`src/rtl/wdma_pkg.sv`:
```
package wdma_pkg;

    localparam int unsigned PAGE_BYTES = 4096;
    localparam int unsigned BURST_MAX  = 256;

    typedef enum logic [1:0] {
        BT_FIXED = 2'b00,
        BT_INCR  = 2'b01,
        BT_WRAP  = 2'b10
    } burst_kind_e;

    typedef enum logic [1:0] {
        RS_OKAY   = 2'b00,
        RS_EXOKAY = 2'b01,
        RS_SLVERR = 2'b10,
        RS_DECERR = 2'b11
    } resp_code_e;

    // Beats of the next burst: smallest of the hard cap, the work left
    // and the room up to the next page edge.
    function automatic logic [8:0] burst_beats(input logic [11:0] page_off,
                                               input logic [31:0] left,
                                               input int unsigned shift);
        logic [12:0] room;
        logic [31:0] n;
        room = 13'(13'd4096 - {1'b0, page_off}) >> shift;
        n = left;
        if (n > BURST_MAX) n = BURST_MAX;
        if ({19'd0, room} < n) n = {19'd0, room};
        return n[8:0];
    endfunction

endpackage

```
`src/rtl/wdma_addr_gen.sv`:
```
module wdma_addr_gen #(
    parameter int ADDR_W     = 32,
    parameter int BEATS_W    = 18,
    parameter int BEAT_SHIFT = 2
) (
    input  logic               clk,
    input  logic               rst,
    input  logic               load,
    input  logic [ADDR_W-1:0]  load_addr,
    input  logic [BEATS_W-1:0] load_beats,
    input  logic               can_issue,
    input  logic               awready,
    output logic               awvalid,
    output logic [ADDR_W-1:0]  awaddr,
    output logic [7:0]         awlen,
    output logic               aw_fire,
    output logic               all_issued
);
    import wdma_pkg::*;

    logic [ADDR_W-1:0]  cur_addr;
    logic [BEATS_W-1:0] left;
    logic [8:0]         len9;

    assign len9       = burst_beats(cur_addr[11:0], 32'(left), BEAT_SHIFT);
    assign all_issued = (left == '0);
    assign awvalid    = !all_issued && can_issue;
    assign awaddr     = cur_addr;
    assign awlen      = 8'(len9 - 9'd1);
    assign aw_fire    = awvalid && awready;

    always_ff @(posedge clk) begin
        if (rst) begin
            cur_addr <= '0;
            left     <= '0;
        end else if (load) begin
            cur_addr <= load_addr;
            left     <= load_beats;
        end else if (aw_fire) begin
            cur_addr <= cur_addr + (ADDR_W'(len9) << BEAT_SHIFT);
            left     <= left - BEATS_W'(len9);
        end
    end
endmodule

```
`src/rtl/wdma_len_fifo.sv`:
```
module wdma_len_fifo #(
    parameter int DEPTH = 4,
    parameter int W     = 8
) (
    input  logic         clk,
    input  logic         rst,
    input  logic         push,
    input  logic [W-1:0] push_data,
    input  logic         pop,
    output logic [W-1:0] head,
    output logic         empty,
    output logic         full
);
    localparam int PTR_W = (DEPTH > 1) ? $clog2(DEPTH) : 1;
    localparam int CNT_W = $clog2(DEPTH + 1);

    logic [W-1:0]     mem [DEPTH];
    logic [PTR_W-1:0] wr_ptr, rd_ptr;
    logic [CNT_W-1:0] count;

    assign empty = (count == '0);
    assign full  = (count == CNT_W'(DEPTH));
    assign head  = mem[rd_ptr];

    function automatic logic [PTR_W-1:0] step(input logic [PTR_W-1:0] p);
        return (p == PTR_W'(DEPTH - 1)) ? '0 : p + 1'b1;
    endfunction

    always_ff @(posedge clk) begin
        if (push && !full) mem[wr_ptr] <= push_data;
    end

    always_ff @(posedge clk) begin
        if (rst) begin
            wr_ptr <= '0;
            rd_ptr <= '0;
            count  <= '0;
        end else begin
            if (push && !full) wr_ptr <= step(wr_ptr);
            if (pop && !empty) rd_ptr <= step(rd_ptr);
            case ({push && !full, pop && !empty})
                2'b10:   count <= count + 1'b1;
                2'b01:   count <= count - 1'b1;
                default: count <= count;
            endcase
        end
    end
endmodule

```
`src/rtl/wdma_wbeat.sv`:
```
module wdma_wbeat (
    input  logic       clk,
    input  logic       rst,
    input  logic       q_empty,
    input  logic [7:0] q_len,
    input  logic       src_valid,
    input  logic       wready,
    output logic       src_ready,
    output logic       wvalid,
    output logic       wlast,
    output logic       pop
);
    logic [7:0] beat_cnt;
    logic       w_fire;

    assign wvalid    = !q_empty && src_valid;
    assign src_ready = !q_empty && wready;
    assign wlast     = !q_empty && (beat_cnt == q_len);
    assign w_fire    = wvalid && wready;
    assign pop       = w_fire && wlast;

    always_ff @(posedge clk) begin
        if (rst)          beat_cnt <= '0;
        else if (pop)     beat_cnt <= '0;
        else if (w_fire)  beat_cnt <= beat_cnt + 1'b1;
    end
endmodule

```
`src/rtl/wdma_resp_track.sv`:
```
module wdma_resp_track #(
    parameter int MAX_OUT = 4
) (
    input  logic       clk,
    input  logic       rst,
    input  logic       aw_fire,
    input  logic       bvalid,
    input  logic [1:0] bresp,
    input  logic       busy,
    input  logic       all_issued,
    input  logic       clear_err,
    output logic       bready,
    output logic       can_issue,
    output logic       last_b,
    output logic       done,
    output logic       resp_err
);
    import wdma_pkg::*;

    localparam int OUT_W = $clog2(MAX_OUT + 1);

    logic [OUT_W-1:0] out_cnt;
    logic             b_fire;

    assign bready    = 1'b1;
    assign b_fire    = bvalid && bready;
    assign can_issue = (out_cnt < OUT_W'(MAX_OUT));
    assign last_b    = b_fire && busy && all_issued && (out_cnt == OUT_W'(1));

    always_ff @(posedge clk) begin
        if (rst) begin
            out_cnt  <= '0;
            done     <= 1'b0;
            resp_err <= 1'b0;
        end else begin
            case ({aw_fire, b_fire && (out_cnt != '0)})
                2'b10:   out_cnt <= out_cnt + 1'b1;
                2'b01:   out_cnt <= out_cnt - 1'b1;
                default: out_cnt <= out_cnt;
            endcase
            done <= last_b;
            if (clear_err)
                resp_err <= 1'b0;
            else if (b_fire && (bresp != RS_OKAY))
                resp_err <= 1'b1;
        end
    end
endmodule

```
`src/rtl/axi_burst_wdma.sv`:
```
module axi_burst_wdma #(
    parameter int ADDR_W  = 32,
    parameter int DATA_W  = 32,
    parameter int BYTES_W = 20,
    parameter int MAX_OUT = 4
) (
    input  logic                clk,
    input  logic                rst,
    input  logic                cmd_valid,
    output logic                cmd_ready,
    input  logic [ADDR_W-1:0]   cmd_addr,
    input  logic [BYTES_W-1:0]  cmd_bytes,
    output logic                cmd_reject,
    output logic                done,
    output logic                resp_err,
    input  logic                src_valid,
    output logic                src_ready,
    input  logic [DATA_W-1:0]   src_data,
    output logic                awvalid,
    input  logic                awready,
    output logic [ADDR_W-1:0]   awaddr,
    output logic [7:0]          awlen,
    output logic [2:0]          awsize,
    output logic [1:0]          awburst,
    output logic                wvalid,
    input  logic                wready,
    output logic [DATA_W-1:0]   wdata,
    output logic [DATA_W/8-1:0] wstrb,
    output logic                wlast,
    input  logic                bvalid,
    output logic                bready,
    input  logic [1:0]          bresp
);
    import wdma_pkg::*;

    localparam int STRB_W     = DATA_W / 8;
    localparam int BEAT_SHIFT = $clog2(STRB_W);
    localparam int BEATS_W    = BYTES_W - BEAT_SHIFT;

    logic busy;
    logic cmd_fire, cmd_ok, load;
    logic aw_fire, all_issued, can_issue, aw_can;
    logic q_empty, q_full, q_pop;
    logic [7:0] q_len;
    logic last_b;

    assign cmd_ready = !busy;
    assign cmd_fire  = cmd_valid && cmd_ready;
    assign cmd_ok    = ((cmd_addr & ADDR_W'(STRB_W - 1)) == '0) &&
                       ((cmd_bytes & BYTES_W'(STRB_W - 1)) == '0) &&
                       (cmd_bytes != '0);
    assign load      = cmd_fire && cmd_ok;
    assign aw_can    = can_issue && !q_full;

    assign awsize  = 3'(BEAT_SHIFT);
    assign awburst = BT_INCR;
    assign wstrb   = '1;
    assign wdata   = src_data;

    always_ff @(posedge clk) begin
        if (rst) begin
            busy       <= 1'b0;
            cmd_reject <= 1'b0;
        end else begin
            cmd_reject <= cmd_fire && !cmd_ok;
            if (load)        busy <= 1'b1;
            else if (last_b) busy <= 1'b0;
        end
    end

    wdma_addr_gen #(
        .ADDR_W(ADDR_W), .BEATS_W(BEATS_W), .BEAT_SHIFT(BEAT_SHIFT)
    ) u_addr (
        .clk(clk), .rst(rst),
        .load(load), .load_addr(cmd_addr),
        .load_beats(cmd_bytes[BYTES_W-1:BEAT_SHIFT]),
        .can_issue(aw_can), .awready(awready),
        .awvalid(awvalid), .awaddr(awaddr), .awlen(awlen),
        .aw_fire(aw_fire), .all_issued(all_issued)
    );

    wdma_len_fifo #(.DEPTH(MAX_OUT), .W(8)) u_lenq (
        .clk(clk), .rst(rst),
        .push(aw_fire), .push_data(awlen),
        .pop(q_pop), .head(q_len),
        .empty(q_empty), .full(q_full)
    );

    wdma_wbeat u_wbeat (
        .clk(clk), .rst(rst),
        .q_empty(q_empty), .q_len(q_len),
        .src_valid(src_valid), .wready(wready),
        .src_ready(src_ready), .wvalid(wvalid),
        .wlast(wlast), .pop(q_pop)
    );

    wdma_resp_track #(.MAX_OUT(MAX_OUT)) u_resp (
        .clk(clk), .rst(rst),
        .aw_fire(aw_fire), .bvalid(bvalid), .bresp(bresp),
        .busy(busy), .all_issued(all_issued), .clear_err(cmd_fire),
        .bready(bready), .can_issue(can_issue),
        .last_b(last_b), .done(done), .resp_err(resp_err)
    );
endmodule

```
`config.mk`:
```
export PLATFORM = sky130hd
export DESIGN_NAME = axi_burst_wdma
export DESIGN_NICKNAME = d
export VERILOG_FILES = /design/src/rtl/wdma_pkg.sv /design/src/rtl/wdma_addr_gen.sv /design/src/rtl/wdma_len_fifo.sv /design/src/rtl/wdma_wbeat.sv /design/src/rtl/wdma_resp_track.sv /design/src/rtl/axi_burst_wdma.sv
export SDC_FILE = /design/constraint.sdc
export NUM_CORES = 1
export LEC_CHECK = 0
export ABC_AREA = 1
export BUFFER_PORTS_ARGS = -buffer_cell sky130_fd_sc_hd__buf_2
export CORE_MARGIN = 4
export CORE_UTILIZATION = 55
export CTS_CLUSTER_DIAMETER = 60
export DETAILED_ROUTE_END_ITERATION = 12
export GPL_TIMING_DRIVEN = 1
export PLACE_DENSITY = 0.8
export SLEW_MARGIN = 20
export SYNTH_ARGS = -nofsm -noshare
export SYNTH_HDL_FRONTEND = slang
export SYNTH_SLANG_ARGS = --single-unit
```
`constraint.sdc`:
```
create_clock -name clk -period 6.1 [get_ports clk]
set_input_delay 0.305 -clock clk [delete_from_list [all_inputs] [get_ports clk]]
set_output_delay 0.305 -clock clk [all_outputs]
set_load 0.01 [all_outputs]
```
After elaboration in Yosys (flattened, before gate mapping)
Memories as Yosys holds them, arrays and structs flattened. A register that Yosys moved wholly into a read port is not among the register bits. Cells that the tools add are included. W data, S select, Z words.

Output and inout bits: 90. Register bits after elaboration: 72. Memories: 1. RAM bits: 32. Word-level logic and storage cells: 89. Input bits: 93.

Add/subtract/negate cells: 11. Equality and inequality tests: 9. Magnitude comparators: 3. Muxes and demuxes: 16. Reduce and logical (&&, ||, !) cells: 38.

Memory list: u_lenq.mem (words 4, width 8, rd ports 1, clocked after Yosys merged registers in 1, wr ports 1, RTL line wdma_len_fifo.sv:17) `logic [W-1:0] mem [DEPTH];`.

Operator list (count): $mux W32 (2); $mux W18 (3); $add A32 B11 Y32 (1); $logic_not A32 Y1 (1); $logic_and A1 B1 Y1 (20); $logic_not A20 Y1 (1); $reduce_bool A20 Y1 (1); $gt A18 B9 Y1 const B (1); $logic_not A18 Y1 (1); $lt A11 B18 Y1 (1); $sub A18 B9 Y18 (1); $sub A13 B12 Y13 const A (1); $pmux W3 S2 (2); $reduce_bool A2 Y1 (5); $mux W9 (1); $add A8 B1 Y8 const B (1); $eq A2 B2 Y1 const B (4); $eq A8 B8 Y1 (1); $mux W2 (4); $sub A8 B1 Y8 const B (1); $add A3 B1 Y3 const B (2); $sub A3 B1 Y3 const B (2); $logic_not A1 Y1 (5); $add A2 B1 Y2 const B (2); other kinds (8) (13).

Logic depth before layout (Yosys ltp)
Gate-level depths: netlist of run 1.

Depth in word-level cells: 8. Depth in mapped cells: 38. Gate-level depth less buffers: 38.

Modules after synthesis
Synthesis of run 1 repeated with hierarchy kept, for this count alone.

Cell total of the unflattened synthesis: 1229. Area total of the unflattened synthesis: 8196.6 um^2.

By module, submodules not included: wdma_addr_gen (times used 1, area an instance 5012.3 um^2, cells an instance 858, sequential area each 1001.0 um^2); wdma_len_fifo (times used 1, area an instance 1704.1 um^2, cells an instance 147, sequential area each 1141.1 um^2); wdma_wbeat (times used 1, area an instance 635.6 um^2, cells an instance 101, sequential area each 160.2 um^2); axi_burst_wdma (times used 1, area an instance 519.2 um^2, cells an instance 76, sequential area each 40.0 um^2); wdma_resp_track (times used 1, area an instance 325.3 um^2, cells an instance 47, sequential area each 100.1 um^2).

Worst setup path before layout of run 1
Ideal clock, no wire load.

Kind: reg2reg. Start point: register u_addr.cur_addr[2], in the netlist u_addr.awaddr[2]. End point: register u_addr.cur_addr[30], in the netlist u_addr.awaddr[30]. Slack: 1.638 ns. Setup time: 0.128 ns. Data required time: 5.972 ns. Path buffers: 1. Cell stages (with the launch flop): 36. Arrival: 4.335 ns. Period minus slack after synthesis: 4.462 ns. Path through: dfxtp_1 -> nor2_1 -> nand2_1 -> nor2_2 -> nand2_2 -> nor2_4 -> nand2_1 -> nor2_2 -> nand2_1 -> nor2_1 -> inv_1 -> or2_2 -> xor2_1 -> inv_1 -> ha_1 -> nand4_1 -> inv_1 -> nand2_1 -> nand3_1 -> a21oi_4 -> nand2_4 -> buf_6 -> o21ai_0 -> o21ai_0 -> ha_1 -> nand2_1 -> nor2_1 -> inv_1 -> nor3_2 -> nand2_1 -> nand2_2 -> nand2_1 -> nand2_1 -> nand2_1 -> a21oi_1 -> nor2_1.

Word-level cells in the longest chain between the ends: 6.

RTL lines: from (decl) (RTL line wdma_addr_gen.sv:21) `logic [ADDR_W-1:0] cur_addr;`; from (signal assigned) (RTL line wdma_addr_gen.sv:37) `cur_addr <= load_addr;`; from (signal assigned) (RTL line wdma_addr_gen.sv:40) `cur_addr <= cur_addr + (ADDR_W'(len9) << BEAT_SHIFT);`; $sub A13 B12 Y13 (RTL line wdma_pkg.sv:26) `room = 13'(13'd4096 - {1'b0, page_off}) >> shift;`; $lt A11 B18 Y1 (RTL line wdma_pkg.sv:29) `if ({19'd0, room} < n) n = {19'd0, room};`; $mux W9 (RTL line wdma_pkg.sv:29); $add A32 B11 Y32 (*) (RTL line wdma_addr_gen.sv:40); $mux W32 (*) (RTL line wdma_addr_gen.sv:39) `end else if (aw_fire) begin`; $mux W32 (*) (RTL line wdma_addr_gen.sv:36) `end else if (load) begin`.

Mark *: on every way between the ends. The rest lies on a longest branch, timed or not. The select of a mux whose other input is x is not followed. A chain may end at the register's enable or synchronous reset.

Worst setup path in the final report of run 1
Start point: register u_addr.cur_addr[2], in the netlist u_addr.awaddr[2]. End point: output port awlen[6].

Word-level cells in the longest chain between the ends: 4.

RTL lines: $sub A13 B12 Y13 (*) (RTL line wdma_pkg.sv:26); $lt A11 B18 Y1 (RTL line wdma_pkg.sv:29); $mux W9 (*) (RTL line wdma_pkg.sv:29); $sub A8 B1 Y8 (*) (RTL line wdma_addr_gen.sv:29) `assign awlen = 8'(len9 - 9'd1);`; to (decl) (RTL line axi_burst_wdma.sv:22) `output logic [7:0] awlen,`.

Mark *: on every way between the ends. The rest lies on a longest branch, timed or not.

==> impl_metrics.env, run 1 <==
export IMPL_core_sq_um=13900
export IMPL_n_fill_cell=1328
export IMPL_power_mw=5.38
export IMPL_cts_hold_buffers=0
export IMPL_cts_num_sinks=106
export IMPL_initial_core_util_pct=56.1
export IMPL_synth_edf_count=32
export IMPL_peakVddDrop_uv=384
export IMPL_synth_avg_cell_area_sq_um=6.78
export IMPL_clkTransAtPathRegs_ns=0.08
export IMPL_grt_ovfl_total=0
export IMPL_crit_top_cell="nand2_1"
export IMPL_synth_ff_latch_count=106
export IMPL_rsz0062_at_grt="false"
export IMPL_syn_to_final_growth_pct=9.24
export IMPL_gp_congestion=0.988
export IMPL_dr_first_iter_drc_count=573
export IMPL_post_route_min_period_ns=5.47
export IMPL_hold_path_class="in2reg"
export IMPL_cp_slowest_stage_delay_ns=0.55
export IMPL_power_density_nw_per_um2=632
export IMPL_p_leak_nw=3.89
export IMPL_ant_nets=0
export IMPL_viasPerCell=5.40
export IMPL_via_count=7560
export IMPL_boundaryPins=183
export IMPL_ys_flop_type="dfxtp_1"
export IMPL_yosysUniqueCellTypes=49
export IMPL_maxSlewHeadroom_pct=27.0
export IMPL_antennaDiodeCount=0
export IMPL_hpwl_mm=15.8
export IMPL_io_buffers=108
export IMPL_status="finished, final reports clean"
export IMPL_rrSetupSlack_ns=1.02
export IMPL_finalHoldViolations=0
export IMPL_grt_pass1_wl_mm=33.6
export IMPL_clkLatencyLatePin_ns=0.37
export IMPL_setup_worst_path_end_class="output port"
export IMPL_multiInputGateArea_sq_um=4320
export IMPL_ff_latch_area_sq_um=2440
export IMPL_worst_slew_pin_slew_ns=1.10
export IMPL_crit_type="reg2out"
export IMPL_setup_viol=0
export IMPL_drv_cap=0
export IMPL_cts_resized=0
export IMPL_cts_tree="yes"
export IMPL_track_usage_pct=25.5
export IMPL_syn_inst=1149
export IMPL_drive_above_1_share_pct=15.7
export IMPL_cts_root_buf="clkbuf_16"
export IMPL_fin_skew_ns=0.0160
export IMPL_clk_path_buf_depth=2
export IMPL_holdWs_ns=0.212
export IMPL_arrival_ns=5.16
export IMPL_firstDrtPassIters=5
export IMPL_synth_async_sr_flop_share_pct=0
export IMPL_grt_antenna_before_repair=0
export IMPL_wl_per_cell_um=14.8
export IMPL_h_tree_depth=3
export IMPL_stdcell_area_sq_um=8510
export IMPL_drc_errors=0
export IMPL_worst_setup_path_start_kind="flip-flop"
export IMPL_fin_util_pct=61.3
export IMPL_finalCritPeriodShare_pct=89.6
export IMPL_path_max_fanout=16
export IMPL_num_rows=43
export IMPL_yosys_warnings=0
export IMPL_grt_pass1_vias=6913
export IMPL_drv_slew=0
export IMPL_cp_required_ns=5.79
export IMPL_cts_setup_buffers=0
export IMPL_cts_buffers_inserted=9
export IMPL_die_w_um=127
export IMPL_grt_max_degree=53
export IMPL_fin_setup_tns_ns=0
export IMPL_drt_total_wl_mm=20.7
export IMPL_seq_area_frac_synth_pct=31.4
export IMPL_syn_area_sq_um=7790
export IMPL_fmax_mhz=183
export IMPL_slowest_stage="o21ai_0"
export IMPL_layout_nets=1344
export IMPL_placed_area_sq_um=8210
export IMPL_fp_dieH_um=127
export IMPL_die_area_sq_um=16100
-- worst paths after layout --
check | from | to | cells past startpoint
worst max-delay path | u_addr.awaddr[2] | awlen[6] | 28
worst min-delay path | cmd_addr[12] | u_addr.awaddr[12] | 3
worst min register to register | busy | busy | 2
worst max register to register | u_addr.awaddr[2] | u_addr.awaddr[30] | 34
-- metrics by stage --
stage                     instances  setup WS (ns)
after floorplan                1159           1.64
after global placement         1383           1.23
after detailed placement       1383           1.08
after CTS                      1399          0.702
after global routing           1399          0.177
final                          1399          0.635
-- cell families (layout without fill, tap and decap cells) --
group / after synthesis / count (layout) / synth area share (%)
other: 2 / 12 / 0.0964
and+or+nand+nor: 574 / 574 / 33.3
xor gates and xnor gates: 27 / 27 / 3.04
buffers and inverters: 240 / 300 / 13.8
adders and majority gates: 37 / 37 / 6.04
AOI/OAI and AO/OA: 163 / 163 / 12.4
DFF: 106 / 106 / 31.4
-- synthesized netlist by cell type, types with 3 or more instances --
| cell | number | share of area [%] |
|---|---|---|
| nand2_1 | 289 | 14 |
| inv_1 | 164 | 7.9 |
| nor2_1 | 106 | 5.1 |
| nand3_1 | 78 | 5.0 |
| dfxtp_1 | 74 | 19 |
| o21ai_0 | 59 | 3.8 |
| a21oi_1 | 53 | 3.4 |
| buf_4 | 42 | 4.0 |
| ha_1 | 36 | 5.8 |
| edfxtp_1 | 32 | 12 |
| nor3_1 | 25 | 1.6 |
| clkbuf_1 | 21 | 1.0 |
| a31oi_1 | 20 | 1.6 |
| nand4_1 | 20 | 1.6 |
| xor2_1 | 18 | 2.0 |
| nand2_2 | 14 | 1.1 |
| xnor2_1 | 9 | 1.0 |
| nor2_2 | 8 | 0.64 |
| nor4_1 | 8 | 0.64 |
| inv_2 | 7 | 0.34 |
| o22ai_1 | 7 | 0.56 |
| nand3_2 | 6 | 0.77 |
| a211oi_1 | 3 | 0.29 |
| a32o_1 | 3 | 0.39 |
| buf_2 | 3 | 0.19 |
| nand2_4 | 3 | 0.43 |
| nand2_8 | 3 | 0.77 |
| o21ai_1 | 3 | 0.19 |
| o21ai_2 | 3 | 0.34 |
| or2_1 | 3 | 0.24 |
| or2_2 | 3 | 0.24 |
-- power breakdown --
group	switching [mW]	total, mW	internal [mW]
clock network	0.305	0.594	0.289
registers	0.123	1.21	1.09
logic	2.41	3.58	1.16
-- worst max-delay path: cells and delay by family (launching register included) --
kind | cells | cell delay (ns)
compound gates | 2 | 0.77
xor+xnor | 1 | 0.41
fa+ha+maj | 2 | 0.60
buf+inv | 4 | 0.58
flops | 1 | 0.34
simple gates | 19 | 2.08
-- cell type report --
cell class                 count  share of cell area (%)
multi-input combinational    813                    50.8
sequential                   106                    28.7
inverter                     172                    7.62
timing repair buffer         112                    6.71
clock buffer                   9                    2.65
tap                          180                    2.65
clock inverter                 7                   0.882
-- sequential cells by signal, summed over array words and instances (netlist names), 2 cells and up, named ones only --
register,cells
u_addr.awaddr,32
u_addr.left,18
u_lenq.count,3
u_lenq.mem,32
u_lenq.rd_ptr,2
u_lenq.wr_ptr,2
u_resp.out_cnt,3
u_wbeat.beat_cnt,8
-- cell usage in the layout, fill, tap and decap left out, types with 20 or more instances in the layout --
master    netlist  final
a21oi_1        53     53
a31oi_1        20     20
buf_2           3    108
dfxtp_1        74     74
edfxtp_1       32     32
ha_1           36     36
inv_1         164    164
nand2_1       289    289
nand3_1        78     78
nand4_1        20     20
nor2_1        106    104
nor3_1         25     25
o21ai_0        59     59
-- layer usage --
metal	up-vias	global-route usage (%)	part of all wire, %
met5	-	0	0
met4	0	8.26	2.1
met3	44	4.56	7.8
met2	301	41.6	46
met1	3418	34.4	44
li1	3797	-	-
No activity file was read; power rests on OpenSTA's default activity.
==> inputs of run 2 (changes only) <==
--- a/config.mk
+++ b/config.mk
@@ -8,11 +8,11 @@
 export ABC_AREA = 1
 export BUFFER_PORTS_ARGS = -buffer_cell sky130_fd_sc_hd__buf_2
 export CORE_MARGIN = 4
-export CORE_UTILIZATION = 55
+export CORE_UTILIZATION = 45
 export CTS_CLUSTER_DIAMETER = 60
 export DETAILED_ROUTE_END_ITERATION = 12
 export GPL_TIMING_DRIVEN = 1
-export PLACE_DENSITY = 0.8
+export PLACE_DENSITY = 0.68
 export SLEW_MARGIN = 20
 export SYNTH_ARGS = -nofsm -noshare
 export SYNTH_HDL_FRONTEND = slang
==> impl_metrics.env, run 2 (same netlist as run 1, synthesis figures left out) <==
export IMPL_fin_setup_tns_ns=0
export IMPL_finalHoldViolations=0
export IMPL_die_area_sq_um=19500
export IMPL_n_fill_cell=1687
export IMPL_clkLatencyLatePin_ns=0.37
export IMPL_antennaDiodeCount=0
export IMPL_initial_core_util_pct=46.5
export IMPL_fp_dieH_um=140
export IMPL_ff_latch_area_sq_um=2440
export IMPL_status="finished, final reports clean"
export IMPL_cts_tree="yes"
export IMPL_track_usage_pct=21.6
export IMPL_fin_skew_ns=0.0151
export IMPL_cp_slowest_stage_delay_ns=0.57
export IMPL_worst_setup_path_start_kind="flip-flop"
export IMPL_drv_slew=0
export IMPL_cp_required_ns=5.79
export IMPL_cts_setup_buffers=0
export IMPL_fin_ws_ns=0.637
export IMPL_firstDrtPassIters=7
export IMPL_fmax_mhz=183
export IMPL_clkTransAtPathRegs_ns=0.08
export IMPL_cts_num_sinks=106
export IMPL_post_route_min_period_ns=5.46
export IMPL_cts_resized=0
export IMPL_dr_first_iter_drc_count=561
export IMPL_wl_per_cell_um=14.6
export IMPL_arrival_ns=5.16
export IMPL_post_place_ws_ns=1.03
export IMPL_die_w_um=140
export IMPL_h_tree_depth=3
export IMPL_layout_nets=1345
export IMPL_p_leak_nw=3.90
export IMPL_syn_to_final_growth_pct=10.1
export IMPL_slowest_stage="o21ai_0"
export IMPL_path_max_fanout=16
export IMPL_setup_viol=0
export IMPL_boundaryPins=183
export IMPL_layout_commonest_cell="nand2_1"
export IMPL_peakVddDrop_uv=520
export IMPL_crit_top_cell="nand2_1"
export IMPL_via_count=7409
export IMPL_drt_total_wl_mm=21.1
export IMPL_hpwl_mm=16.1
export IMPL_setup_worst_path_end_class="output port"
export IMPL_multiInputGateArea_sq_um=4320
export IMPL_cts_buffers_inserted=9
export IMPL_crit_type="reg2out"
export IMPL_drive_above_1_share_pct=15.7
export IMPL_grt_antenna_before_repair=1
export IMPL_gp_congestion=0.921
export IMPL_grt_pass1_vias=7016
export IMPL_finalCritPeriodShare_pct=89.6
export IMPL_cts_hold_buffers=0
export IMPL_rsz0062_at_grt="false"
export IMPL_worst_slew_pin_slew_ns=0.780
export IMPL_layout_common_cells="nand2_1 (289), inv_1 (164), buf_2 (108)"
export IMPL_clk_path_buf_depth=2
export IMPL_num_rows=47
export IMPL_viasPerCell=5.15
export IMPL_io_buffers=108
export IMPL_core_sq_um=16800
export IMPL_grt_max_degree=53
export IMPL_cts_root_buf="clkbuf_16"
export IMPL_grt_ovfl_total=0
export IMPL_drc_errors=0
export IMPL_maxSlewHeadroom_pct=47.8
export IMPL_ant_nets=0
export IMPL_grt_pass1_wl_mm=34.6
export IMPL_power_density_nw_per_um2=629
export IMPL_drv_cap=0
export IMPL_hold_path_class="in2reg"
[run 2: path summary, 6_finish.rpt]
check                           slack (ns)        startpoint                 to  cells past startpoint
worst max-delay path                  0.64  u_addr.awaddr[2]           awlen[6]                     28
worst max register to register        1.02  u_addr.awaddr[2]  u_addr.awaddr[30]                     34
worst min-delay path                  0.21      cmd_addr[27]  u_addr.awaddr[27]                      3
worst min register to register        0.47  u_addr.awaddr[1]   u_addr.awaddr[1]                      2
[run 2: worst max-delay path, delay by kind of cell, from the launching register on]
kind | cells | cell delay (ns)
flip-flops | 1 | 0.34
AND/OR/NAND/NOR | 17 | 1.96
buffers and inverters | 5 | 0.62
AO/OA/AOI/OAI | 2 | 0.79
adder cells (fa/ha/maj) | 2 | 0.54
XOR/XNOR | 2 | 0.56
[run 2: stage by stage]
step	area (sq um)	hold WS (ns)	cells	util, %	total power, mW
after global placement	8260	0.451	1424	49.3	4.74
after detailed placement	8260	0.456	1424	49.3	4.77
after CTS	8580	0.202	1440	51.2	5.41
after global routing	8580	0.213	1440	51.2	5.93
after floorplan	7830	0.445	1159	-	3.88
final	8580	0.210	1440	51.2	5.40
[run 2: metal layers]
layer | track usage, % | vias to the layer above | share of wire (%)
li1 | - | 3801 | -
met1 | 28.9 | 3349 | 46
met2 | 35.8 | 232 | 45
met3 | 4.70 | 25 | 7.3
met4 | 5.30 | 2 | 1.3
met5 | 0 | - | 0.057
[run 2: cell type report]
type                       count  share of cell area [%]
tap                          220                    3.21
timing repair buffer         113                    6.74
multi-input combinational    813                    50.4
clock inverter                 6                   0.977
inverter                     172                    7.56
sequential                   106                    28.5
clock buffer                  10                    2.67
[run 2: where the power goes]
| group | internal, mW | leakage, nW | switching, mW | total (mW) |
|---|---|---|---|---|
| logic | 1.16 | 2.86 | 2.41 | 3.57 |
| clock network | 0.329 | 0.152 | 0.296 | 0.625 |
| registers | 1.08 | 0.894 | 0.120 | 1.20 |
